===== src/rtl/blitpa_pkg.sv =====
package blitpa_pkg;

   // Largest pixel the assembler builds, in bytes.
   localparam int unsigned MAX_BPP = 3;
   // Width of a bytes-per-pixel value.
   localparam int unsigned BPP_W   = $clog2(MAX_BPP + 1);

   // A programmed size of zero is taken as a single byte.
   function automatic logic [BPP_W-1:0] bpp_effective(input logic [BPP_W-1:0] cfg);
      return (cfg == '0) ? BPP_W'(1) : cfg;
   endfunction

endpackage


===== src/rtl/blitpa_byte_gather.sv =====
module blitpa_byte_gather #(
   parameter int unsigned BYTE_W = 8,
   parameter int unsigned LANES  = 3,
   localparam int unsigned NW    = $clog2(LANES + 1),
   localparam int unsigned PIX_W = LANES * BYTE_W
) (
   input  logic              clk,
   input  logic              rst_n,
   input  logic              clr,
   input  logic              wr_en,
   input  logic [BYTE_W-1:0] wr_data,
   input  logic [NW-1:0]     bpp,
   output logic              pix_done,
   output logic [PIX_W-1:0]  pix_data
);

   logic [NW-1:0] cnt_q;
   logic [NW-1:0] cnt_nx;
   logic          last_byte;
   logic          take;

   assign take      = wr_en && !clr;
   assign cnt_nx    = cnt_q + NW'(1);
   assign last_byte = (cnt_nx == bpp);
   assign pix_done  = take && last_byte;

   always_ff @(posedge clk or negedge rst_n) begin
      if (!rst_n)
         cnt_q <= '0;
      else if (clr)
         cnt_q <= '0;
      else if (wr_en)
         cnt_q <= last_byte ? '0 : cnt_nx;
   end

   // One lane per byte position; the top lane never needs storage because
   // its byte always arrives with the completing write.
   for (genvar i = 0; i < LANES; i++) begin : g_lane
      logic [BYTE_W-1:0] lane_val;
      if (i < LANES - 1) begin : g_held
         logic [BYTE_W-1:0] hold_q;
         always_ff @(posedge clk or negedge rst_n) begin
            if (!rst_n)
               hold_q <= '0;
            else if (take && (cnt_q == NW'(i)))
               hold_q <= wr_data;
         end
         assign lane_val = (cnt_q == NW'(i)) ? wr_data : hold_q;
      end else begin : g_direct
         assign lane_val = wr_data;
      end
      assign pix_data[i*BYTE_W +: BYTE_W] = (NW'(i) < bpp) ? lane_val : '0;
   end


   cnt_range_chk: assert property (@(posedge clk) disable iff (!rst_n)
      cnt_q < NW'(LANES));


   cnt_wrap_chk: assert property (@(posedge clk) disable iff (!rst_n)
      pix_done |=> (cnt_q == '0));


   cnt_idle_chk: assert property (@(posedge clk) disable iff (!rst_n)
      (!wr_en && !clr) |=> $stable(cnt_q));

endmodule


===== src/rtl/blitpa_coord_step.sv =====
module blitpa_coord_step #(
   parameter int unsigned W = 12
) (
   input  logic         clk,
   input  logic         rst_n,
   input  logic         load,
   input  logic [W-1:0] load_val,
   input  logic         step,
   input  logic         dir_neg,
   output logic [W-1:0] pos
);

   logic [W-1:0] pos_q;

   always_ff @(posedge clk or negedge rst_n) begin
      if (!rst_n)
         pos_q <= '0;
      else if (load)
         pos_q <= load_val;
      else if (step)
         pos_q <= dir_neg ? (pos_q - W'(1)) : (pos_q + W'(1));
   end

   assign pos = pos_q;


   one_step_chk: assert property (@(posedge clk) disable iff (!rst_n)
      (step && !load) |=> ((pos_q - $past(pos_q) == W'(1)) || ($past(pos_q) - pos_q == W'(1))));


   reload_chk: assert property (@(posedge clk) disable iff (!rst_n)
      load |=> (pos_q == $past(load_val)));


   hold_chk: assert property (@(posedge clk) disable iff (!rst_n)
      (!step && !load) |=> $stable(pos_q));

endmodule


===== src/rtl/blitpa_line_track.sv =====
module blitpa_line_track #(
   parameter int unsigned X_W    = 12,
   parameter int unsigned Y_W    = 12,
   parameter int unsigned LINE_W = 14,
   parameter int unsigned NW     = 2
) (
   input  logic              clk,
   input  logic              rst_n,
   input  logic              clr,
   input  logic              pix_done,
   input  logic [NW-1:0]     bpp,
   input  logic [LINE_W-1:0] width,
   input  logic [X_W-1:0]    x_start,
   input  logic [Y_W-1:0]    y_start,
   input  logic              x_dir_neg,
   input  logic              y_dir_neg,
   output logic              line_end,
   output logic [X_W-1:0]    x_pos,
   output logic [Y_W-1:0]    y_pos
);

   logic [LINE_W-1:0] line_cnt_q;
   logic [LINE_W:0]   line_sum;

   // One spare bit keeps the sum from wrapping before the compare.
   assign line_sum = {1'b0, line_cnt_q} + (LINE_W+1)'(bpp);
   assign line_end = pix_done && (line_sum >= {1'b0, width});

   always_ff @(posedge clk or negedge rst_n) begin
      if (!rst_n)
         line_cnt_q <= '0;
      else if (clr || line_end)
         line_cnt_q <= '0;
      else if (pix_done)
         line_cnt_q <= line_sum[LINE_W-1:0];
   end

   blitpa_coord_step #(.W(X_W)) u_xstep (
      .clk      (clk),
      .rst_n    (rst_n),
      .load     (clr || line_end),
      .load_val (x_start),
      .step     (pix_done),
      .dir_neg  (x_dir_neg),
      .pos      (x_pos)
   );

   blitpa_coord_step #(.W(Y_W)) u_ystep (
      .clk      (clk),
      .rst_n    (rst_n),
      .load     (clr),
      .load_val (y_start),
      .step     (line_end),
      .dir_neg  (y_dir_neg),
      .pos      (y_pos)
   );


   line_clear_chk: assert property (@(posedge clk) disable iff (!rst_n)
      (line_end || clr) |=> (line_cnt_q == '0));


   line_grow_chk: assert property (@(posedge clk) disable iff (!rst_n)
      (pix_done && !line_end && !clr) |=> (line_cnt_q > $past(line_cnt_q)));

endmodule


===== src/rtl/blit_pixel_assembler.sv =====
module blit_pixel_assembler
   import blitpa_pkg::*;
#(
   parameter int unsigned BYTE_W = 8,
   parameter int unsigned X_W    = 12,
   parameter int unsigned Y_W    = 12,
   parameter int unsigned LINE_W = 14,
   localparam int unsigned PIX_W = MAX_BPP * BYTE_W
) (
   input  logic              clk,
   input  logic              rst_n,
   input  logic              start,
   input  logic [1:0]        cfg_bpp,
   input  logic [LINE_W-1:0] cfg_line_bytes,
   input  logic [X_W-1:0]    x_start,
   input  logic [Y_W-1:0]    y_start,
   input  logic              x_dir_neg,
   input  logic              y_dir_neg,
   input  logic              wr_en,
   input  logic [BYTE_W-1:0] wr_data,
   output logic              pix_valid,
   output logic [PIX_W-1:0]  pix_data,
   output logic [X_W-1:0]    pix_x,
   output logic [Y_W-1:0]    pix_y,
   output logic              line_done
);

   if (BYTE_W < 1) begin : g_bad_byte
      $error("BYTE_W must be at least 1");
   end
   if (X_W < 1 || Y_W < 1) begin : g_bad_coord
      $error("coordinate widths must be at least 1");
   end
   if (LINE_W < BPP_W) begin : g_bad_line
      $error("LINE_W must hold a bytes-per-pixel value");
   end
   if (BPP_W != 2) begin : g_bad_bpp
      $error("cfg_bpp port assumes a two-bit size field");
   end

   logic [BPP_W-1:0] bpp_eff;
   logic             pix_done;
   logic             line_end;

   assign bpp_eff = bpp_effective(cfg_bpp);

   blitpa_byte_gather #(
      .BYTE_W (BYTE_W),
      .LANES  (MAX_BPP)
   ) u_gather (
      .clk      (clk),
      .rst_n    (rst_n),
      .clr      (start),
      .wr_en    (wr_en),
      .wr_data  (wr_data),
      .bpp      (bpp_eff),
      .pix_done (pix_done),
      .pix_data (pix_data)
   );

   blitpa_line_track #(
      .X_W    (X_W),
      .Y_W    (Y_W),
      .LINE_W (LINE_W),
      .NW     (BPP_W)
   ) u_track (
      .clk       (clk),
      .rst_n     (rst_n),
      .clr       (start),
      .pix_done  (pix_done),
      .bpp       (bpp_eff),
      .width     (cfg_line_bytes),
      .x_start   (x_start),
      .y_start   (y_start),
      .x_dir_neg (x_dir_neg),
      .y_dir_neg (y_dir_neg),
      .line_end  (line_end),
      .x_pos     (pix_x),
      .y_pos     (pix_y)
   );

   assign pix_valid = pix_done;
   assign line_done = line_end;


   pix_needs_write_chk: assert property (@(posedge clk) disable iff (!rst_n)
      pix_valid |-> (wr_en && !start));


   line_needs_pix_chk: assert property (@(posedge clk) disable iff (!rst_n)
      line_done |-> pix_valid);


   idle_coord_chk: assert property (@(posedge clk) disable iff (!rst_n)
      (!wr_en && !start) |=> ($stable(pix_x) && $stable(pix_y)));


   pix_single_chk: assert property (@(posedge clk) disable iff (!rst_n)
      (pix_valid && bpp_eff != BPP_W'(1)) |=> !pix_valid);


   upper_zero_chk: assert property (@(posedge clk) disable iff (!rst_n)
      (pix_valid && bpp_eff == BPP_W'(1)) |-> (pix_data[PIX_W-1:BYTE_W] == '0));

endmodule


===== config.mk =====
export PLATFORM = sky130hd
export DESIGN_NAME = blit_pixel_assembler
export DESIGN_NICKNAME = d
export VERILOG_FILES = /design/src/rtl/blitpa_pkg.sv /design/src/rtl/blitpa_byte_gather.sv /design/src/rtl/blitpa_coord_step.sv /design/src/rtl/blitpa_line_track.sv /design/src/rtl/blit_pixel_assembler.sv
export SDC_FILE = /design/constraint.sdc
export NUM_CORES = 1
export LEC_CHECK = 0
export ABC_AREA = 1
export BUFFER_PORTS_ARGS = -buffer_cell sky130_fd_sc_hd__buf_2
export CORE_MARGIN = 1.5
export CORE_UTILIZATION = 30
export CTS_CLUSTER_DIAMETER = 120
export DETAILED_ROUTE_END_ITERATION = 6
export PLACE_DENSITY = 0.49
export SYNTH_ARGS = -nofsm -noshare
export SYNTH_HDL_FRONTEND = slang
export SYNTH_SLANG_ARGS = --single-unit

===== constraint.sdc =====
create_clock -name clk -period 3.4 [get_ports clk]
set_clock_uncertainty 0.1 [all_clocks]
set_input_delay 0.34 -clock clk [delete_from_list [all_inputs] [get_ports clk]]
set_output_delay 0.34 -clock clk [all_outputs]
set_load 0.01 [all_outputs]

# == Word-level counts from Yosys, hierarchy flattened ==
# Index checks and enable logic that the tools add are counted.
# word_totals
latch_bits,0
inputBits,54
mem_bits_rw,0
elab_cells,47
mem_count,0
regBits,56
output_inout_bits,50
romBits,0
# classes
mux,17
addsub,6
shifts,0
n_lt_le_gt_ge,4
div,0
eq_ne,2
n_reduce_logical,12
bitwise_logic,0
multipliers,0
# op_table
operator,count
$mux W12,6
$mux W8,5
$mux W14,2
$add A12 B1 Y12 const B,2
$sub A12 B1 Y12 const B,2
$add A14 B2 Y15,1
$ge A15 B14 Y1,1
$mux W2,4
$reduce_bool A2 Y1,3
$logic_and A1 B1 Y1,5
$logic_not A2 Y1,2
$lt A1 B2 Y1 const A,2
$add A2 B1 Y2 const B,1
$eq A2 B1 Y1 const B,1
$eq A2 B2 Y1,1
$lt A2 B2 Y1 const A,1
$logic_not A1 Y1,1
$logic_or A1 B1 Y1,1

# == Longest topological paths before layout ==
# logic_depth
ltp_word,7
depth_mapped,27
mapped_depth_nobuf,26

# == Cells and area by module ==
# Synthesis repeated with hierarchy kept, for this count alone.
# hier_totals
hier_cells,714
hier_area_um2,4817.1
# modules_own_cells
module,seq_area_each_um2,area_per_inst_um2,n_inst,cells_per_inst
blitpa_coord_step,300.3,1114.8,2,170
blitpa_line_track,350.3,1483.9,1,233
blitpa_byte_gather,450.4,1092.3,1,138
blit_pixel_assembler,0.0,11.3,1,3

# == Least setup slack after synthesis ==
# OpenSTA, ideal clock, no wires.
# synth_timing
path_kind,reg2out
startpoint,reg u_track.line_cnt_q[1]
endpoint,out line_done
n_path_buf,1
required_time_ns,2.960
arrival_time_ns,2.678
slack_ns,0.282
path_stages_with_launch,23
path_cell_list,dfrtp_1 > nand2_1 > inv_1 > nor2_1 > ha_1 > inv_1 > nand2_2 > nand3_2 > nor2_2 > nand2_1 > nor2_1 > inv_1 > nor2_1 > a21oi_1 > a21oi_1 > ha_1 > a21oi_1 > o211ai_1 > nor2_2 > nand3_2 > nand2_2 > buf_4 > inv_1
# synth_via
elab_chain_len,3
# synth_lines
item,line_no,source
from (decl),blitpa_line_track.sv:22,logic [LINE_W-1:0] line_cnt_q;
from (signal assigned),blitpa_line_track.sv:35,line_cnt_q <= line_sum[LINE_W-1:0];
$add A14 B2 Y15,blitpa_line_track.sv:26,"assign line_sum = {1'b0, line_cnt_q} + (LINE_W+1)'(bpp);"
$ge A15 B14 Y1,blitpa_line_track.sv:27,"assign line_end = pix_done && (line_sum >= {1'b0, width});"
$logic_and A1 B1 Y1,blitpa_line_track.sv:27,
to (decl),blit_pixel_assembler.sv:25,output logic line_done
# No other way between the ends.

# == Worst setup path after layout ==
# Ends and elaborated chain as after synthesis.

==> impl_results.md <==
- FFs w/ async S/R, synth: 100%
- DRT iter0 DRCs: 234
- Top cell type's share of synthesized area: 31.4%
- Synthesized cell area: 4460 um^2
- EDFF count, synth: 0
- Fin crit share: 100%
- Final hold vios: 11
- Min cycle time layout: 3410 ps
- Placement Rows: 44
- Final slew viol count: 0
- Hold/Removal Path Class: in -> async
- VDD IR max: 0.232 mV
- DR pass1 iterations: 4
- Port bufs: 103
- Layout area overhead: 27.3%
- Die area: 15600 um^2
- Synth warnings: 0
- Failing checks: hold timing, setup timing
- Core area: 14500 um^2
- Congestion Overflow GR: 0
- Mean Syn Cell Area: 7.18 um^2
- Register area share after synthesis: 31.4%
- Via count: 4412
- Post-Synthesis Cells: 621
- Vias/cell: 4.74
- Chip width: 125 um
- Synth Flop Type: dfrtp_1
- Total GRT Usage: 16.2%
- Wire per inst: 13.2 um
- Largest net degree at the start of global routing: 30
- Global placer's final weighted congestion: 0.804
- CP startpoint kind: flip-flop
- Synth unique cells: 35
- Routed Antenna Nets: 0
- Measured slew at the worst slew-check pin: 759 ps
- Status: finished, violations left
- Post-CTS Hold Fix Bufs: 0
- Clock Tree Buf Depth: 2
- # diodes: 0
- Crit Path Class: reg -> out
- Worst path required time: 2960 ps
- Vias in the first global route: 4415
- Worst setup margin: -7.59 ps
- Residual DRC: 0
- Worst EP arrival: 2970 ps
- Worst-Skew Late Latency: 310 ps
- DP HPWL: 9160 um
- # IOs: 104
- PwrDens: 463 nW/um^2
- Htree depth: 2
- Peak fanout along the critical path: 3
- Max-slew headroom: 49.4%
- Seq cells post-synth: 56
- # setup viols final: 1
- Endpoint class of the critical path: output pin
- Nets: 839
- Area contributors post-synth: dfrtp_1 (31%), nand2_1 (14%), ha_1 (11%)
- Max-capacitance violation count: 0
- Die height: 125 um
- Fmax: 293 MHz
- Yosys top cell by area: dfrtp_1
- Layout Utilization: 39.1%
- Final wirelength: 12300 um
- Final TNS setup: -7.59 ps
- CTS tree: built
- Syn Nets: 715
- Proportion of layout cells with a drive suffix above 1: 25.5%
- Clock buffer count from CTS: 5
- Initial antenna violation count: 0
- TritonCTS Sinks: 56
- Static leakage: 3.09 nW
- Worst-path clk slew: 80 ps
- Initial Util: 30.7%
- RSZ-0062 raised after global routing: yes
- CTS root buf: clkbuf_16
- Hold slack: -8.69 ps
- First-pass GRT wire length: 20800 um
## cell usage after synthesis, types with 6 or more instances
master / count
clkbuf_1: 10
dfrtp_1: 56
ha_1: 38
nor2_1: 49
inv_2: 6
nor2_2: 6
nand2_1: 166
a21oi_1: 40
o211ai_1: 8
inv_1: 77
xnor2_1: 13
nand3_1: 37
xor2_1: 17
a22o_1: 9
nor3_1: 7
o21ai_0: 39
## flip-flops by register name, indices dropped and copies added, names as in the netlist
name	count
u_gather.g_lane.g_held.hold_q	16
u_gather.cnt_q	2
u_track.line_cnt_q	14
u_track.u_ystep.pos	12
u_track.u_xstep.pos	12
## routing by layer
metal  global-route usage [%]  part of all wire, %
met3                     2.78                  4.1
met5                        0                    0
met4                     6.28                  2.0
met1                     20.5                   47
met2                     27.5                   47
## final cells by class
class | instances | area, um^2
Clock buffer | 5 | 125
Clock inverter | 3 | 27.5
Fill cell | 1583 | 8860
Multi-Input combinational cell | 464 | 2790
Tap cell | 184 | 230
Timing Repair Buffer | 135 | 793
Inverter | 83 | 314
Sequential cell | 56 | 1400
## kinds of logic after synthesis
logic type	after synthesis	synth area share [%]
XOR/XNOR	31	6.26
flip-flops	56	31.4
AO/OA/AOI/OAI	108	13.9
AND/OR/NAND/NOR	285	27.7
adder cells (fa/ha/maj)	40	11.6
buffers and inverters	101	9.23
## cells in the final DEF, fill, tap and decap left out, types with 9 or more instances in the layout
cell and instances:
a21oi_1 35, a22o_1 9, buf_2 102, buf_4 26, dfrtp_1 56, ha_1 34
inv_1 73, inv_2 9, nand2_1 164, nand3_1 37, nor2_1 44, o21ai_0 39
xnor2_1 13, xor2_1 17
## final timing paths
check	from	endpoint	slack (ps)	depth (start not counted)
setup reg to reg	u_track.line_cnt_q[1]	u_track.u_xstep.pos[11]	140	26
hold reg to reg	u_gather.g_lane[1].g_held.hold_q[5]	u_gather.g_lane[1].g_held.hold_q[5]	380	2
hold / removal	rst_n	u_track.line_cnt_q[7]	-9	1
max in group asynchronous	rst_n	u_gather.g_lane[0].g_held.hold_q[2]	2350	2
setup / recovery	u_track.line_cnt_q[1]	line_done	-8	22
min in group clk	y_start[5]	u_track.u_ystep.pos[5]	160	3
## power breakdown
group	internal, mW	switching [mW]	leakage, nW	total [mW]
Combinational	0.487	0.666	2.31	1.15
Clock	0.281	0.288	0.0719	0.569
Sequential	0.803	0.102	0.710	0.905
## repair_timing
action,in CTS,in global routing
setup endpoints to repair,24,27
pin swaps,13,14
setup buffers,13,4
resized for setup,13,24
## worst max-delay path, cell delays in order (launching register included)
cell      delay, ps
dfrtp_1         390
buf_6           120
nor2_4           40
nor2_2          100
ha_2            190
inv_2            50
nand2_4          70
nand3_4          70
nor2_4          100
nand2_2          60
nor2_2          110
inv_2            60
nor2_4          110
a21oi_4          80
a21oi_4         180
ha_4            230
a21oi_2         120
o211ai_1        120
nor2_2          120
nand3_2         120
nand2_4          90
inv_2            40
buf_6           110
## stage by stage
| step | area, um^2 | setup WS, ps | hold WS [ps] | instances | total power [mW] |
|---|---|---|---|---|---|
| after floorplan | 4460 | 282 | -55.6 | 621 | 1.70 |
| after global placement | 5230 | -62.9 | 363 | 905 | 2.04 |
| after detailed placement | 5230 | -120 | 370 | 905 | 2.05 |
| after CTS | 5540 | -83.4 | 33.6 | 926 | 2.65 |
| after global routing | 5680 | -205 | 52.4 | 930 | 2.87 |
| final | 5680 | -7.59 | -8.69 | 930 | 2.63 |
Note: power is estimated with default switching activity, not from simulation.
